===== config.mk =====
export PLATFORM = sky130hd
export DESIGN_NAME = mem_req_seq
export DESIGN_NICKNAME = d
export VERILOG_FILES = /design/src/rtl/mem_req_pkg.sv /design/src/rtl/mem_req_cmd_reg.sv /design/src/rtl/mem_req_rd_capture.sv /design/src/rtl/mem_req_timer.sv /design/src/rtl/mem_req_fsm.sv /design/src/rtl/mem_req_seq.sv
export SDC_FILE = /design/constraint.sdc
export NUM_CORES = 1
export LEC_CHECK = 0
export BUFFER_PORTS_ARGS = -buffer_cell sky130_fd_sc_hd__buf_4
export CAP_MARGIN = 5
export CORE_MARGIN = 8
export CORE_UTILIZATION = 52
export CTS_CLUSTER_SIZE = 8
export DETAILED_ROUTE_END_ITERATION = 10
export GPL_ROUTABILITY_DRIVEN = 1
export PLACE_DENSITY = 0.95
export SETUP_SLACK_MARGIN = 0.2
export SLEW_MARGIN = 20
export SYNTH_ARGS = -nofsm -noshare
export SYNTH_HDL_FRONTEND = slang
export SYNTH_HIERARCHICAL = 1
export SYNTH_SLANG_ARGS = --single-unit

===== constraint.sdc =====
create_clock -name clk_i -period 3.5 [get_ports clk_i]
set_input_delay 0.35 -clock clk_i [delete_from_list [all_inputs] [get_ports clk_i]]
set_output_delay 0.35 -clock clk_i [all_outputs]
set_load 0.005 [all_outputs]

===== src/rtl/mem_req_pkg.sv =====
package mem_req_pkg;
  typedef enum logic [2:0] {
    ST_IDLE   = 3'd0,
    ST_PUSH   = 3'd1,
    ST_REQ    = 3'd2,
    ST_RDWAIT = 3'd3,
    ST_DONE   = 3'd4,
    ST_ERR    = 3'd5
  } seq_state_e;
endpackage


===== src/rtl/mem_req_cmd_reg.sv =====
module mem_req_cmd_reg #(
  parameter int ADDR_W = 32,
  parameter int DATA_W = 64,
  parameter int BE_W   = DATA_W / 8
) (
  input  logic              clk_i,
  input  logic              rst_ni,
  input  logic              load_i,
  input  logic              cmd_rnw_i,
  input  logic              cmd_word_i,
  input  logic [ADDR_W-1:0] cmd_addr_i,
  input  logic [DATA_W-1:0] cmd_wdata_i,
  input  logic [BE_W-1:0]   cmd_be_i,
  output logic [ADDR_W-1:0] addr_o,
  output logic              rnw_o,
  output logic              word_o,
  output logic              lane_o,
  output logic [DATA_W-1:0] wdata_o,
  output logic [BE_W-1:0]   be_o
);
  localparam int HALF_W   = DATA_W / 2;
  localparam int HALF_BE  = BE_W / 2;
  localparam int LANE_BIT = $clog2(BE_W) - 1;

  logic              lane_sel;
  logic [DATA_W-1:0] wdata_fmt;
  logic [BE_W-1:0]   be_fmt;

  assign lane_sel = cmd_addr_i[LANE_BIT];

  // Word beats: replicate low half, enable only the addressed lane.
  for (genvar h = 0; h < 2; h++) begin : g_half
    assign wdata_fmt[h*HALF_W +: HALF_W] = cmd_word_i ? cmd_wdata_i[HALF_W-1:0]
                                                      : cmd_wdata_i[h*HALF_W +: HALF_W];
  end

  for (genvar b = 0; b < BE_W; b++) begin : g_be
    localparam bit UPPER = (b >= HALF_BE);
    assign be_fmt[b] = cmd_word_i ? (lane_sel == UPPER) : cmd_be_i[b];
  end

  always_ff @(posedge clk_i or negedge rst_ni) begin
    if (!rst_ni) begin
      addr_o  <= '0;
      rnw_o   <= 1'b0;
      word_o  <= 1'b0;
      lane_o  <= 1'b0;
      wdata_o <= '0;
      be_o    <= '0;
    end else if (load_i) begin
      addr_o  <= cmd_addr_i;
      rnw_o   <= cmd_rnw_i;
      word_o  <= cmd_word_i;
      lane_o  <= lane_sel;
      wdata_o <= wdata_fmt;
      be_o    <= be_fmt;
    end
  end
endmodule


===== src/rtl/mem_req_rd_capture.sv =====
module mem_req_rd_capture #(
  parameter int DATA_W = 64
) (
  input  logic              clk_i,
  input  logic              rst_ni,
  input  logic              capture_i,
  input  logic              word_i,
  input  logic              lane_i,
  input  logic [DATA_W-1:0] rd_data_i,
  output logic [DATA_W-1:0] rdata_o
);
  localparam int HALF_W = DATA_W / 2;

  logic [HALF_W-1:0] lane_data;
  logic [DATA_W-1:0] rdata_fmt;

  assign lane_data = lane_i ? rd_data_i[DATA_W-1:HALF_W] : rd_data_i[HALF_W-1:0];
  assign rdata_fmt = word_i ? {{HALF_W{1'b0}}, lane_data} : rd_data_i;

  always_ff @(posedge clk_i or negedge rst_ni) begin
    if (!rst_ni)        rdata_o <= '0;
    else if (capture_i) rdata_o <= rdata_fmt;
  end
endmodule


===== src/rtl/mem_req_timer.sv =====
module mem_req_timer #(
  parameter int TIMEOUT_CYC = 256
) (
  input  logic clk_i,
  input  logic rst_ni,
  input  logic run_i,
  output logic expire_o
);
  localparam int CNT_W = (TIMEOUT_CYC > 2) ? $clog2(TIMEOUT_CYC) : 1;
  localparam logic [CNT_W-1:0] LAST = CNT_W'(TIMEOUT_CYC - 1);

  logic [CNT_W-1:0] cnt_q;

  assign expire_o = run_i && (cnt_q == LAST);

  always_ff @(posedge clk_i or negedge rst_ni) begin
    if (!rst_ni)        cnt_q <= '0;
    else if (!run_i)    cnt_q <= '0;
    else if (!expire_o) cnt_q <= cnt_q + CNT_W'(1);
  end
endmodule


===== src/rtl/mem_req_fsm.sv =====
module mem_req_fsm
  import mem_req_pkg::*;
(
  input  logic clk_i,
  input  logic rst_ni,
  input  logic cmd_valid_i,
  input  logic cmd_rnw_i,
  input  logic rnw_q_i,
  input  logic ack_i,
  input  logic full_i,
  input  logic rd_valid_i,
  input  logic expire_i,
  output logic ready_o,
  output logic load_o,
  output logic push_o,
  output logic req_o,
  output logic capture_o,
  output logic timer_run_o,
  output logic done_o,
  output logic err_o
);
  seq_state_e state_q, state_d;

  always_comb begin
    state_d     = state_q;
    ready_o     = 1'b0;
    load_o      = 1'b0;
    push_o      = 1'b0;
    req_o       = 1'b0;
    capture_o   = 1'b0;
    timer_run_o = 1'b0;
    done_o      = 1'b0;
    err_o       = 1'b0;
    unique case (state_q)
      ST_IDLE: begin
        ready_o = 1'b1;
        if (cmd_valid_i) begin
          load_o  = 1'b1;
          state_d = cmd_rnw_i ? ST_REQ : ST_PUSH;
        end
      end
      ST_PUSH: begin
        // Push only when the FIFO can take it; request follows next cycle.
        push_o = !full_i;
        if (!full_i) state_d = ST_REQ;
      end
      ST_REQ: begin
        req_o       = 1'b1;
        timer_run_o = 1'b1;
        if (ack_i)         state_d = rnw_q_i ? ST_RDWAIT : ST_DONE;
        else if (expire_i) state_d = ST_ERR;
      end
      ST_RDWAIT: begin
        if (rd_valid_i) begin
          capture_o = 1'b1;
          state_d   = ST_DONE;
        end
      end
      ST_DONE: begin
        done_o  = 1'b1;
        state_d = ST_IDLE;
      end
      ST_ERR: begin
        err_o   = 1'b1;
        state_d = ST_IDLE;
      end
      default: state_d = ST_IDLE;
    endcase
  end

  always_ff @(posedge clk_i or negedge rst_ni) begin
    if (!rst_ni) state_q <= ST_IDLE;
    else         state_q <= state_d;
  end
endmodule


===== src/rtl/mem_req_seq.sv =====
module mem_req_seq #(
  parameter int ADDR_W      = 32,
  parameter int DATA_W      = 64,
  parameter int TIMEOUT_CYC = 256,
  localparam int BE_W       = DATA_W / 8
) (
  input  logic              clk_i,
  input  logic              rst_ni,
  input  logic              cmd_valid_i,
  input  logic              cmd_rnw_i,
  input  logic              cmd_word_i,
  input  logic [ADDR_W-1:0] cmd_addr_i,
  input  logic [DATA_W-1:0] cmd_wdata_i,
  input  logic [BE_W-1:0]   cmd_be_i,
  output logic              ready_o,
  output logic              done_o,
  output logic              err_o,
  output logic [DATA_W-1:0] rdata_o,
  output logic              mc_addr_req_o,
  output logic              mc_rnw_o,
  output logic [ADDR_W-1:0] mc_addr_o,
  input  logic              mc_addr_ack_i,
  output logic              mc_wr_push_o,
  output logic [DATA_W-1:0] mc_wr_data_o,
  output logic [BE_W-1:0]   mc_wr_be_o,
  input  logic              mc_wr_full_i,
  input  logic              mc_rd_valid_i,
  input  logic [DATA_W-1:0] mc_rd_data_i
);
  logic load, capture, timer_run, expire, word_q, lane_q;

  mem_req_cmd_reg #(.ADDR_W(ADDR_W), .DATA_W(DATA_W), .BE_W(BE_W)) u_cmd (
    .clk_i       (clk_i),
    .rst_ni      (rst_ni),
    .load_i      (load),
    .cmd_rnw_i   (cmd_rnw_i),
    .cmd_word_i  (cmd_word_i),
    .cmd_addr_i  (cmd_addr_i),
    .cmd_wdata_i (cmd_wdata_i),
    .cmd_be_i    (cmd_be_i),
    .addr_o      (mc_addr_o),
    .rnw_o       (mc_rnw_o),
    .word_o      (word_q),
    .lane_o      (lane_q),
    .wdata_o     (mc_wr_data_o),
    .be_o        (mc_wr_be_o)
  );

  mem_req_fsm u_fsm (
    .clk_i       (clk_i),
    .rst_ni      (rst_ni),
    .cmd_valid_i (cmd_valid_i),
    .cmd_rnw_i   (cmd_rnw_i),
    .rnw_q_i     (mc_rnw_o),
    .ack_i       (mc_addr_ack_i),
    .full_i      (mc_wr_full_i),
    .rd_valid_i  (mc_rd_valid_i),
    .expire_i    (expire),
    .ready_o     (ready_o),
    .load_o      (load),
    .push_o      (mc_wr_push_o),
    .req_o       (mc_addr_req_o),
    .capture_o   (capture),
    .timer_run_o (timer_run),
    .done_o      (done_o),
    .err_o       (err_o)
  );

  mem_req_timer #(.TIMEOUT_CYC(TIMEOUT_CYC)) u_timer (
    .clk_i    (clk_i),
    .rst_ni   (rst_ni),
    .run_i    (timer_run),
    .expire_o (expire)
  );

  mem_req_rd_capture #(.DATA_W(DATA_W)) u_rd (
    .clk_i     (clk_i),
    .rst_ni    (rst_ni),
    .capture_i (capture),
    .word_i    (word_q),
    .lane_i    (lane_q),
    .rd_data_i (mc_rd_data_i),
    .rdata_o   (rdata_o)
  );
endmodule


==> summary by stage <==
Status
The flow ran to the end, but the final reports show violations. The final reports fail on negative hold slack.

Placed design
Port buffering added roughly 350 buffers. At the end of routability-driven placement, the weighted congestion stood at 0.892. Once detailed placement completed, the half-perimeter wirelength came to 19.4 mm.

Setup path
The kind of end point of the critical path is a flop. STA classifies the critical path startpoint as a flop. Traced cell by cell, the critical path runs through nand2b_1 -> nor2_1 -> inv_1 -> nor3_1 -> o21ai_0 -> and3_1 -> nor4b_1. Data on the critical path is required at its endpoint by about 3.8 ns. The maximum fanout count along the critical path is 12.

The worst setup path is of the reg2reg kind. At the worst endpoint, the arrival time is roughly 2.7 ns. The largest single stage delay on the critical path is ~0.53 ns. The slowest cell on the critical path is sky130_fd_sc_hd__dfrtp_1.

Worst hold path
The worst hold-check path type is in2async.

STA
The final worst hold slack is -0.00527 ns. The post-route fraction of the period consumed by the critical path is 0.670. The clock period minus final worst setup slack is 2.34 ns. The final setup violation count is 0.

The setup TNS is 0 ns. The number of max-slew violations in the final report is 0. Across the routed clock network, the largest skew measured is 0.0109 ns. For this run, the top clock speed supported by timing is 427 MHz. The remaining max-slew budget at the tightest pin is 0.434.

The worst-margin pin slew is about 0.85 ns. Setup repair after global routing left no endpoint under its margin. The number of endpoints with negative hold slack in the final report is 5.

Route
The via density per instance is 5.33. After detailed routing, the number of remaining DRC violations is 0. For this block, the via count after detailed routing is around 6800. The number of design-rule violations left by the first detailed-router iteration is between 400 and 500. For this run, the detailed router's first-pass iteration total came to 5.

The wire length per cell after detailed routing is between 20 and 25 um. The count of nets left with antenna violations once routing finished came out at 0. The sum of routed wire length over all layers is between 20 and 30 mm.

Layout
The number of nets in the finished design is around 1200. Compared with the post-synthesis result, the final layout area differs by 36.7%. The share of final-layout standard cells stronger than drive strength 1 is 0.458. The number of antenna diodes in the final layout is 0. The most common cell after layout, fill and taps aside is sky130_fd_sc_hd__buf_4.

Leaving out fill and tap cells, the most frequent cells in the layout are sky130_fd_sc_hd__buf_4 (358), sky130_fd_sc_hd__dfrtp_1 (179), sky130_fd_sc_hd__nor2_1 (76).

Synth
Of the total synthesized cell area, the portion taken by XOR and XNOR cells is 0. The synthesized area per cell is ~12 um^2. For this run, the register share of the synthesized area comes to 0.531. The total nets after synthesis is slightly below 900. The number of synthesized flops with an enable pin is 0. The netlist uses 43 different library cells. The synthesis warning total is 6. After synthesis, the largest family of logic cells by area is multiplexers. The fraction of the mapped netlist area in compound gates was 0.123. Of the total synthesized cell area, the portion taken by full adders, half adders and majority gates is 0.00147. The number of storage elements in the synthesis netlist is approximately 180. In this run the cell area of the synthesized design comes to around 8500 um^2. The commonest register cell after synthesis is sky130_fd_sc_hd__dfrtp_1. Counting flops with an async set or reset pin after synthesis yields a share of 1.00. The simple logic cell fraction of the synthesized area is 0.116.

Measured against the total synthesized area, the mux share comes to 0.155. The cell count after synthesis is around 710.

Power
The total power density per cell area is ~860 nW/um^2. Across the VDD grid, the largest voltage drop is between 0.5 and 0.6 mV. Summed over all cells, the static leakage comes to 5.74 nW.

Clock tree
The number of sinks handled by clock tree synthesis is between 150 and 200. CTS placed an instance of sky130_fd_sc_hd__clkbuf_16 at the clock tree root. The clock insertion delay at the later pin of the skew report is around 0.4 ns. The largest buffer count on any clock path is 2. The count of buffers added by post-CTS timing repair for setup is 0.

For this design, the CTS-stage hold fixing added 0 buffers. CTS built an H-tree with a depth of 4. TritonCTS built the clock tree. The number of clock buffers added by TritonCTS is 17. In this run, post-CTS repair resized a total of 0 instances. The clock slew at the register clock pins of the worst setup and hold paths is 0.07 ns.

Global route
The initial antenna violation count is 0. The via count of the first global-routing pass came to between 6000 and 7000. The global-route total usage across every layer is 0.243. The first-pass GRT wire length is ~40 mm.

The pin count of the biggest net entering global routing is 86. The remaining global-route overflow is 0.

Floorplan
The area of the core is between 15000 and 20000 um^2. In this run the core area contains 47 standard-cell rows. The area of the die is between 20000 and 25000 um^2.

between 300 and 400 I/O pins were placed. The effective utilization at floorplan is 0.524. The height of the die is about 140 um.

Measured along the x axis, the die boundary spans approximately 140 um.

Job
The number of maximum-capacitance constraint violations is 0.
## final cells by class
cell class	instances	area, um^2
inverter	35	131
clock inverter	11	115
multi-input combinational	439	3390
tap	220	275
fill	1104	4630
timing repair buffer	362	2760
clock buffer	21	460
sequential	181	4530
## metal layers
| metal | part of all wire | global-route usage | vias up |
|---|---|---|---|
| met5 | 0 | 0 | - |
| li1 | - | - | 3125 |
| met3 | 0.060 | 0.0535 | 46 |
| met1 | 0.38 | 0.285 | 3322 |
| met4 | 0.028 | 0.0913 | 0 |
| met2 | 0.53 | 0.427 | 274 |
## worst paths after layout
| check | to | depth (start not counted) | slack (ns) | from |
|---|---|---|---|---|
| max | u_fsm/state_q[2] | 7 | 1.16 | u_fsm/state_q[1] |
| min | u_cmd/wdata_o[51] | 1 | -0.005 | rst_ni |
| max reg2reg | u_fsm/state_q[2] | 7 | 1.16 | u_fsm/state_q[1] |
| min reg2reg | u_rd/rdata_o[59] | 2 | 0.51 | u_rd/rdata_o[59] |
| max in group asynchronous | u_rd/rdata_o[54] | 2 | 2.62 | rst_ni |
| min in group clk_i | u_cmd/addr_o[17] | 2 | 0.16 | cmd_addr_i[17] |
## cells in the mapped netlist (2+ instances only)
cell type / count / area (um^2)
sky130_fd_sc_hd__buf_6: 20 / 225
sky130_fd_sc_hd__buf_8: 2 / 30.0
sky130_fd_sc_hd__nand3b_1: 32 / 240
sky130_fd_sc_hd__a21oi_1: 41 / 205
sky130_fd_sc_hd__nor3_1: 7 / 35.0
sky130_fd_sc_hd__buf_2: 18 / 90.1
sky130_fd_sc_hd__nor3b_1: 3 / 22.5
sky130_fd_sc_hd__buf_12: 2 / 40.0
sky130_fd_sc_hd__mux2_2: 10 / 113
sky130_fd_sc_hd__clkbuf_1: 5 / 18.8
sky130_fd_sc_hd__a21bo_1: 32 / 320
sky130_fd_sc_hd__nand3_1: 24 / 120
sky130_fd_sc_hd__nand2b_1: 9 / 56.3
sky130_fd_sc_hd__mux2_4: 56 / 841
sky130_fd_sc_hd__nand3_2: 10 / 100
sky130_fd_sc_hd__mux2i_1: 37 / 370
sky130_fd_sc_hd__a31oi_2: 3 / 37.5
sky130_fd_sc_hd__inv_1: 35 / 131
sky130_fd_sc_hd__buf_4: 12 / 90.1
sky130_fd_sc_hd__o21ai_0: 22 / 110
sky130_fd_sc_hd__dfrtp_1: 181 / 4530
sky130_fd_sc_hd__and3_1: 2 / 12.5
sky130_fd_sc_hd__nand4_1: 2 / 12.5
sky130_fd_sc_hd__o21ai_1: 15 / 75.1
sky130_fd_sc_hd__nand2_1: 3 / 11.3
sky130_fd_sc_hd__a31oi_1: 37 / 231
sky130_fd_sc_hd__nor2_1: 77 / 289
sky130_fd_sc_hd__nor4b_1: 2 / 17.5
## flip-flops by register name (all words and copies together) (netlist names)
signal	cells
u_cmd/word_o	1
u_cmd/wdata_o	64
u_fsm/state_q	3
u_cmd/rnw_o	1
u_cmd/addr_o	32
u_rd/rdata_o	64
u_timer/cnt_q	8
u_cmd/be_o	8
## cells by family (layout without fill, tap and decap cells)
family | after synthesis | count (layout)
muxes | 103 | 103
DFF | 181 | 181
and+or+nand+nor | 178 | 178
AOI/OAI and AO/OA | 157 | 157
buffers and inverters | 94 | 429
adders and majority gates | 1 | 1
## critical path, delay by kind of cell (launching register included)
kind	cells	cell delay (ns)
AOI/OAI and AO/OA	1	0.12
DFF	1	0.53
and+or+nand+nor	5	1.40
buffers and inverters	1	0.18
## per-stage QoR
stage                     setup WS, ns  power [mW]  std cells  area (um^2)  utilization
after global routing             0.926        10.6       1269        11700        0.716
final                             1.16        10.1       1269        11700        0.716
after CTS                         1.15        10.1       1269        11700        0.716
after detailed placement          1.21        8.24       1237        11100        0.680
after global placement            1.33        8.01       1237        11100        0.680
after floorplan                   1.67        6.05        714         8530            -
## where the power goes
group / internal, mW / switching, mW
sequential: 3.10 / 0.781
combinational: 2.50 / 1.84
clock: 1.03 / 0.823
Note: power is estimated with default switching activity, not from simulation.
